--- config.mk ---
export PLATFORM = sky130hd
export DESIGN_NAME = sdr_cmd_enc
export DESIGN_NICKNAME = d
export VERILOG_FILES = /design/src/rtl/sdr_cmd_pkg.sv /design/src/rtl/sdr_addr_map.sv /design/src/rtl/sdr_pwr_ctl.sv /design/src/rtl/sdr_mask_align.sv /design/src/rtl/sdr_cmd_enc.sv
export SDC_FILE = /design/constraint.sdc
export NUM_CORES = 1
export LEC_CHECK = 0
export ABC_AREA = 1
export BUFFER_PORTS_ARGS = -buffer_cell sky130_fd_sc_hd__buf_2
export CAP_MARGIN = 20
export CELL_PAD_IN_SITES_DETAIL_PLACEMENT = 2
export CELL_PAD_IN_SITES_GLOBAL_PLACEMENT = 2
export CORE_ASPECT_RATIO = 1.2
export CORE_UTILIZATION = 26
export DETAILED_ROUTE_END_ITERATION = 10
export PLACE_DENSITY = 0.85
export SYNTH_ARGS = -nofsm -noshare
export SYNTH_HDL_FRONTEND = slang
export SYNTH_HIERARCHICAL = 1
export SYNTH_SLANG_ARGS = --single-unit
export TNS_END_PERCENT = 100
--- constraint.sdc ---
create_clock -name clk_i -period 4.9 [get_ports clk_i]
set_clock_uncertainty 0.2 [all_clocks]
set_input_delay 0.245 -clock clk_i [delete_from_list [all_inputs] [get_ports clk_i]]
set_output_delay 0.245 -clock clk_i [all_outputs]
set_load 0.02 [all_outputs]
--- src/rtl/sdr_cmd_pkg.sv ---
package sdr_cmd_pkg;

  typedef enum logic [2:0] {
    OP_IDLE     = 3'd0,
    OP_ACT      = 3'd1,
    OP_RD       = 3'd2,
    OP_WR       = 3'd3,
    OP_PRE      = 3'd4,
    OP_REF      = 3'd5,
    OP_SREF_IN  = 3'd6,
    OP_SREF_OUT = 3'd7
  } sdr_op_e;

  typedef struct packed {
    logic cs_n;
    logic ras_n;
    logic cas_n;
    logic we_n;
  } sdr_cmd_t;

  typedef enum logic [1:0] {
    PWR_ON   = 2'd0,
    PWR_SELF = 2'd1,
    PWR_EXIT = 2'd2
  } sdr_pwr_e;

  localparam sdr_cmd_t CMD_DESEL = '{cs_n: 1'b1, ras_n: 1'b1, cas_n: 1'b1, we_n: 1'b1};
  localparam sdr_cmd_t CMD_ACT   = '{cs_n: 1'b0, ras_n: 1'b0, cas_n: 1'b1, we_n: 1'b1};
  localparam sdr_cmd_t CMD_RD    = '{cs_n: 1'b0, ras_n: 1'b1, cas_n: 1'b0, we_n: 1'b1};
  localparam sdr_cmd_t CMD_WR    = '{cs_n: 1'b0, ras_n: 1'b1, cas_n: 1'b0, we_n: 1'b0};
  localparam sdr_cmd_t CMD_PRE   = '{cs_n: 1'b0, ras_n: 1'b0, cas_n: 1'b1, we_n: 1'b0};
  localparam sdr_cmd_t CMD_REF   = '{cs_n: 1'b0, ras_n: 1'b0, cas_n: 1'b0, we_n: 1'b1};

endpackage

--- src/rtl/sdr_addr_map.sv ---
module sdr_addr_map
  import sdr_cmd_pkg::*;
#(
  parameter int ROW_W  = 13,
  parameter int COL_W  = 11,
  parameter int BANK_W = 2,
  parameter int AP_BIT = 10
) (
  input  sdr_op_e             op_i,
  input  logic [BANK_W-1:0]   bank_i,
  input  logic [ROW_W-1:0]    row_i,
  input  logic [COL_W-1:0]    col_i,
  input  logic                flag_i,
  output sdr_cmd_t            cmd_o,
  output logic [ROW_W-1:0]    addr_o,
  output logic [BANK_W-1:0]   ba_o
);

  logic [ROW_W-1:0] col_addr;

  // Column bits at or above AP_BIT shift up one pin to skip the flag pin.
  always_comb begin
    col_addr = '0;
    for (int i = 0; i < COL_W; i++) begin
      if (i < AP_BIT) col_addr[i] = col_i[i];
      else            col_addr[i+1] = col_i[i];
    end
    col_addr[AP_BIT] = flag_i;
  end

  always_comb begin
    cmd_o  = CMD_DESEL;
    addr_o = '0;
    ba_o   = '0;
    unique case (op_i)
      OP_ACT: begin
        cmd_o  = CMD_ACT;
        addr_o = row_i;
        ba_o   = bank_i;
      end
      OP_RD, OP_WR: begin
        cmd_o  = (op_i == OP_RD) ? CMD_RD : CMD_WR;
        addr_o = col_addr;
        ba_o   = bank_i;
      end
      OP_PRE: begin
        cmd_o          = CMD_PRE;
        addr_o[AP_BIT] = flag_i;
        ba_o           = bank_i;
      end
      OP_REF, OP_SREF_IN: cmd_o = CMD_REF;
      default: cmd_o = CMD_DESEL;
    endcase
  end

endmodule

--- src/rtl/sdr_pwr_ctl.sv ---
module sdr_pwr_ctl
  import sdr_cmd_pkg::*;
#(
  parameter int EXIT_NOPS = 2
) (
  input  logic    clk_i,
  input  logic    rst_ni,
  input  logic    acc_i,
  input  sdr_op_e op_i,
  output logic    ready_o,
  output logic    pwr_on_o,
  output logic    cke_o
);

  localparam int CNT_W = $clog2(EXIT_NOPS) + 1;

  sdr_pwr_e   state_q;
  logic [CNT_W-1:0] cnt_q;

  assign ready_o  = (state_q != PWR_EXIT);
  assign pwr_on_o = (state_q == PWR_ON);

  always_ff @(posedge clk_i or negedge rst_ni) begin
    if (!rst_ni) begin
      state_q <= PWR_ON;
      cnt_q   <= '0;
      cke_o   <= 1'b1;
    end else begin
      unique case (state_q)
        PWR_ON: if (acc_i && op_i == OP_SREF_IN) begin
          state_q <= PWR_SELF;
          cke_o   <= 1'b0;
        end
        PWR_SELF: if (acc_i && op_i == OP_SREF_OUT) begin
          state_q <= PWR_EXIT;
          cke_o   <= 1'b1;
          cnt_q   <= CNT_W'(EXIT_NOPS - 1);
        end
        PWR_EXIT: begin
          if (cnt_q == '0) state_q <= PWR_ON;
          else             cnt_q   <= cnt_q - 1'b1;
        end
        default: state_q <= PWR_ON;
      endcase
    end
  end

  p_exit_stall_r10: assert property (@(posedge clk_i) disable iff (!rst_ni)
    $rose(cke_o) |-> !ready_o);

  p_cke_hold_r9: assert property (@(posedge clk_i) disable iff (!rst_ni)
    (!cke_o && !(acc_i && op_i == OP_SREF_OUT)) |=> !cke_o);

endmodule

--- src/rtl/sdr_mask_align.sv ---
module sdr_mask_align #(
  parameter int MASK_W    = 2,
  parameter int MASK_LEAD = 2
) (
  input  logic              clk_i,
  input  logic              rst_ni,
  input  logic              bm_valid_i,
  input  logic              bm_is_rd_i,
  input  logic [MASK_W-1:0] bm_i,
  output logic [MASK_W-1:0] dqm_o
);

  logic [MASK_W-1:0] wr_pipe [MASK_LEAD];
  logic [MASK_W-1:0] rd_in, wr_in;

  assign rd_in = (bm_valid_i &&  bm_is_rd_i) ? bm_i : '0;
  assign wr_in = (bm_valid_i && !bm_is_rd_i) ? bm_i : '0;

  for (genvar g = 0; g < MASK_LEAD; g++) begin : g_wr
    always_ff @(posedge clk_i or negedge rst_ni) begin
      if (!rst_ni)     wr_pipe[g] <= '0;
      else if (g == 0) wr_pipe[g] <= wr_in;
      else             wr_pipe[g] <= wr_pipe[(g == 0) ? 0 : g-1];
    end
  end

  always_ff @(posedge clk_i or negedge rst_ni) begin
    if (!rst_ni) dqm_o <= '0;
    else         dqm_o <= rd_in | wr_pipe[MASK_LEAD-1];
  end

  p_rd_mask_r11: assert property (@(posedge clk_i) disable iff (!rst_ni)
    (bm_valid_i && bm_is_rd_i) |=> ((dqm_o & $past(bm_i)) == $past(bm_i)));

endmodule

--- src/rtl/sdr_cmd_enc.sv ---
module sdr_cmd_enc
  import sdr_cmd_pkg::*;
#(
  parameter int ROW_W     = 13,
  parameter int COL_W     = 11,
  parameter int BANK_W    = 2,
  parameter int MASK_W    = 2,
  parameter int AP_BIT    = 10,
  parameter int MASK_LEAD = 2,
  parameter int EXIT_NOPS = 2
) (
  input  logic              clk_i,
  input  logic              rst_ni,
  input  logic              req_valid_i,
  output logic              req_ready_o,
  input  logic [2:0]        req_op_i,
  input  logic [BANK_W-1:0] req_bank_i,
  input  logic [ROW_W-1:0]  req_row_i,
  input  logic [COL_W-1:0]  req_col_i,
  input  logic              req_flag_i,
  input  logic              bm_valid_i,
  input  logic              bm_is_rd_i,
  input  logic [MASK_W-1:0] bm_i,
  output logic              cs_n_o,
  output logic              ras_n_o,
  output logic              cas_n_o,
  output logic              we_n_o,
  output logic              cke_o,
  output logic [ROW_W-1:0]  addr_o,
  output logic [BANK_W-1:0] ba_o,
  output logic [MASK_W-1:0] dqm_o
);

  sdr_op_e           op_in, eff_op;
  logic              acc, pwr_on;
  sdr_cmd_t          cmd_d;
  logic [ROW_W-1:0]  addr_d;
  logic [BANK_W-1:0] ba_d;

  assign op_in = sdr_op_e'(req_op_i);
  assign acc   = req_valid_i && req_ready_o;

  // Outside normal power state every accepted request becomes a NOP.
  always_comb begin
    eff_op = OP_IDLE;
    if (acc && pwr_on && op_in != OP_SREF_OUT) eff_op = op_in;
  end

  sdr_pwr_ctl #(.EXIT_NOPS(EXIT_NOPS)) u_pwr (
    .clk_i    (clk_i),
    .rst_ni   (rst_ni),
    .acc_i    (acc),
    .op_i     (op_in),
    .ready_o  (req_ready_o),
    .pwr_on_o (pwr_on),
    .cke_o    (cke_o)
  );

  sdr_addr_map #(
    .ROW_W (ROW_W), .COL_W (COL_W), .BANK_W (BANK_W), .AP_BIT (AP_BIT)
  ) u_map (
    .op_i   (eff_op),
    .bank_i (req_bank_i),
    .row_i  (req_row_i),
    .col_i  (req_col_i),
    .flag_i (req_flag_i),
    .cmd_o  (cmd_d),
    .addr_o (addr_d),
    .ba_o   (ba_d)
  );

  sdr_mask_align #(.MASK_W(MASK_W), .MASK_LEAD(MASK_LEAD)) u_mask (
    .clk_i      (clk_i),
    .rst_ni     (rst_ni),
    .bm_valid_i (bm_valid_i),
    .bm_is_rd_i (bm_is_rd_i),
    .bm_i       (bm_i),
    .dqm_o      (dqm_o)
  );

  always_ff @(posedge clk_i or negedge rst_ni) begin
    if (!rst_ni) begin
      {cs_n_o, ras_n_o, cas_n_o, we_n_o} <= CMD_DESEL;
      addr_o <= '0;
      ba_o   <= '0;
    end else begin
      {cs_n_o, ras_n_o, cas_n_o, we_n_o} <= cmd_d;
      addr_o <= addr_d;
      ba_o   <= ba_d;
    end
  end

  p_desel_nop_r2: assert property (@(posedge clk_i) disable iff (!rst_ni)
    cs_n_o |-> (ras_n_o && cas_n_o && we_n_o && addr_o == '0));

  p_sref_entry_r9: assert property (@(posedge clk_i) disable iff (!rst_ni)
    $fell(cke_o) |-> (!cs_n_o && !ras_n_o && !cas_n_o && we_n_o));

  p_low_cke_quiet_r9: assert property (@(posedge clk_i) disable iff (!rst_ni)
    (!cke_o && $past(!cke_o)) |-> cs_n_o);

  p_act_bank_r4: assert property (@(posedge clk_i) disable iff (!rst_ni)
    (acc && pwr_on && op_in == OP_ACT) |=> (ba_o == $past(req_bank_i) && addr_o == $past(req_row_i)));

endmodule

==> reports/qor.csv <==
metric;value;unit
clk slew on worst S/H paths;0.07;ns
DRC;0;
num rows;27;
HP Start;bm_is_rd_i;
remaining antenna violation count;0;
most instantiated cells after synthesis;nand2_1 (54), dfrtp_1 (25), inv_1 (23);
Final Wtd Congestion;0.695;
RSZ-0062 raised after global routing;false;
EDFF count, synth;0;
Distinct cells, synth;15;
detailed placer's ending HPWL;2770;um
routed length per placed instance;16.2;um
DRT iter0 DRCs;29;
routed vias;1309;
total core area;4630;um^2
Layout area overhead;59.9;%
Worst setup EP type;flip-flop;
largest net degree at the start of global routing;31;
Finished Layout Cells;302;
PD cells;406;nW/um^2
Worst Path Arrival;2.52;ns
Yosys top cell area share;49.5;%
Reg area;757;um^2
Syn. warnings;6;
# clock sinks;30;
f_max;0.401;GHz
Peak VDD IR;0.144;mV
kind of start point of the critical path;flip-flop;
GR Util met1;21.0;%
critical path class;reg -> reg;
#FFs+latches synth;30;
final setup TNS;0;ns
met3 usage;3.78;%
Hold Crit Class;in -> reg;
worst r2r src;u_pwr/state_q[1]$_DFFE_PN0P_;
most common cell in the netlist;nand2_1;
layout cell share with drive strength beyond 1;35.0;%
post-CTS setup buffers;0;
synth top area cells;dfrtp_1 (49%), nand2_1 (16%), dfstp_2 (10%);
clk_lat worst skew;0.28;ns
Top Usage Layer GRT;met2;
# fillers;508;
Worst Reg2Reg Path Length in Cells;10;
min cycle time layout;2.50;ns
post-synth net total;186;
Routed WL;4900;um
worst-margin pin slew;0.684;ns
Critical Path RT;4.93;ns
cell leakage power;1.20;nW
final-report hold violation count;0;
max-slew violation count;0;
Util after Layout;43.7;%
die area;5150;um^2
first-pass GRT wire length;7830;um
Async S/R FF share, synth;100;%
Synth Instances;148;
Synth area leader;dfrtp_1;
flop-to-flop setup slack;2.40;ns
fin crit share;50.9;%
DIE WIDTH;65.7;um
Seq/Total Area, Yosys;59.8;%
Finish-stage setup viols;0;
CTS buffer count;5;
Max-slew headroom;54.4;%
H-tree depth;2;
Port Buffer Count;59;
vias per cell;4.33;
Overall Global Routing Usage;21.8;%
syn_area_per_cell;8.55;um^2
CTS tree;built;
Die Height;78.4;um
clock buffer depth;2;
Pre-antenna DRT Iters;3;
antenna violations before repair;1;
Initial Util;27.3;%
worst-path fanout max;12;
I/O pin count;60;
Max-Cap Viols;0;
Top FF cell, synth;dfrtp_1;
R2R Path End;addr_o[2]$_DFF_PN0_;
Hold Path Sink;u_mask/dqm_o[1]$_DFF_PN0_;
vias in the first global route;1482;
met2 usage;41.4;%
CTS root buffer;clkbuf_8;
grt total ovfl;0;
nets@finish;280;
hold path depth;3;
cell area after synthesis;1260;um^2
status;complete, no violations;
Multi-input gate area;384;um^2
Inst Count DP;263;
## what timing repair did
item,in CTS,in global routing
hold buffers,30,0
resized for setup,0,0
endpoints found under the hold margin,42,0
## power breakdown
group | total, mW | internal [mW] | switching, mW | leakage [nW]
Clock | 0.238 | 0.142 | 0.0965 | 0.0575
Sequential | 0.325 | 0.303 | 0.0222 | 0.387
Combinational | 0.259 | 0.0969 | 0.162 | 0.756
## placed cells by master, fill, tap and decap left out
| cell | instances |
|---|---|
| buf_2 | 59 |
| nand2_1 | 54 |
| dlygate4sd3_1 | 30 |
| dfrtp_1 | 25 |
| inv_1 | 23 |
| nor2_1 | 15 |
| clkbuf_8 | 8 |
| nand3_1 | 6 |
| nand2_2 | 5 |
| dfstp_2 | 5 |
| inv_2 | 4 |
| nor2_2 | 3 |
| nand4_1 | 2 |
| diode_2 | 1 |
| nand3_2 | 1 |
| a21oi_1 | 1 |
| o21ai_0 | 1 |
| ha_1 | 1 |
## layout make-up
cell class | instances | area share, %
repair buffers | 89 | 29.4
inverters | 27 | 5.01
multi-input cells | 89 | 19.0
clock buffers | 8 | 5.44
flip-flops and latches | 30 | 37.4
diodes | 1 | 0.124
well taps | 58 | 3.59
## flip-flops by register name, indices dropped and copies added (netlist names), 2 cells and up
signal,cells
u_mask/dqm_o,2
u_mask/wr_pipe,4
ba_o,2
addr_o,13
u_pwr/state_q,2
u_pwr/cnt_q,2
## critical path: stages, from the launching register on
cell and delay, ns:
dfrtp_1 0.40, nor2_1 0.17, inv_1 0.08, nor2_2 0.12
nand2_2 0.07, nor2_1 0.28, nand2_2 0.14, inv_2 0.21
nand2_1 0.14, nand2_1 0.10, dlygate4sd3_1 0.54
## worst max path at each step
stage	startpoint	endpoint	cells after the start	slack (ns)
after detailed placement	u_pwr/state_q[1]$_DFFE_PN0P_	cas_n_o$_DFF_PN1_	11	2.97
after global routing	u_pwr/state_q[1]$_DFFE_PN0P_	addr_o[2]$_DFF_PN0_	12	2.15
after global placement	u_pwr/state_q[1]$_DFFE_PN0P_	ba_o[0]$_DFF_PN0_	12	3.05
after floorplan	u_pwr/state_q[1]$_DFFE_PN0P_	addr_o[11]$_DFF_PN0_	13	3.07
after CTS	u_pwr/state_q[1]$_DFFE_PN0P_	addr_o[11]$_DFF_PN0_	12	2.46
final	u_pwr/state_q[1]$_DFFE_PN0P_	addr_o[2]$_DFF_PN0_	10	2.40
## per-layer routing
layer	up-vias	part of all wire, %
li1	619	-
met4	0	4.0
met3	10	3.9
met5	-	0
met2	41	58
met1	639	34
## cell families (layout without fill, tap and decap cells)
logic type	Yosys count	in the layout	share of synthesized area, %
AO/OA/AOI/OAI	2	2	0.791
adder cells (fa/ha/maj)	1	1	0.989
buffers and inverters	29	124	9.79
flip-flops	30	30	59.8
other	0	1	0
AND/OR/NAND/NOR	86	86	28.6
## through the flow
step / power [mW] / instance area [um^2] / worst slack, ns / hold WS (ns)
after floorplan: 0.464 / 1260 / 3.07 / -0.251
after global placement: 0.534 / 1610 / 3.05 / 0.121
after detailed placement: 0.547 / 1610 / 2.97 / 0.125
after CTS: 0.817 / 2020 / 2.46 / 0.0129
after global routing: 0.877 / 2020 / 2.15 / 0.0258
final: 0.822 / 2020 / 2.40 / 0.0181
Note: power is estimated with default switching activity, not from simulation.
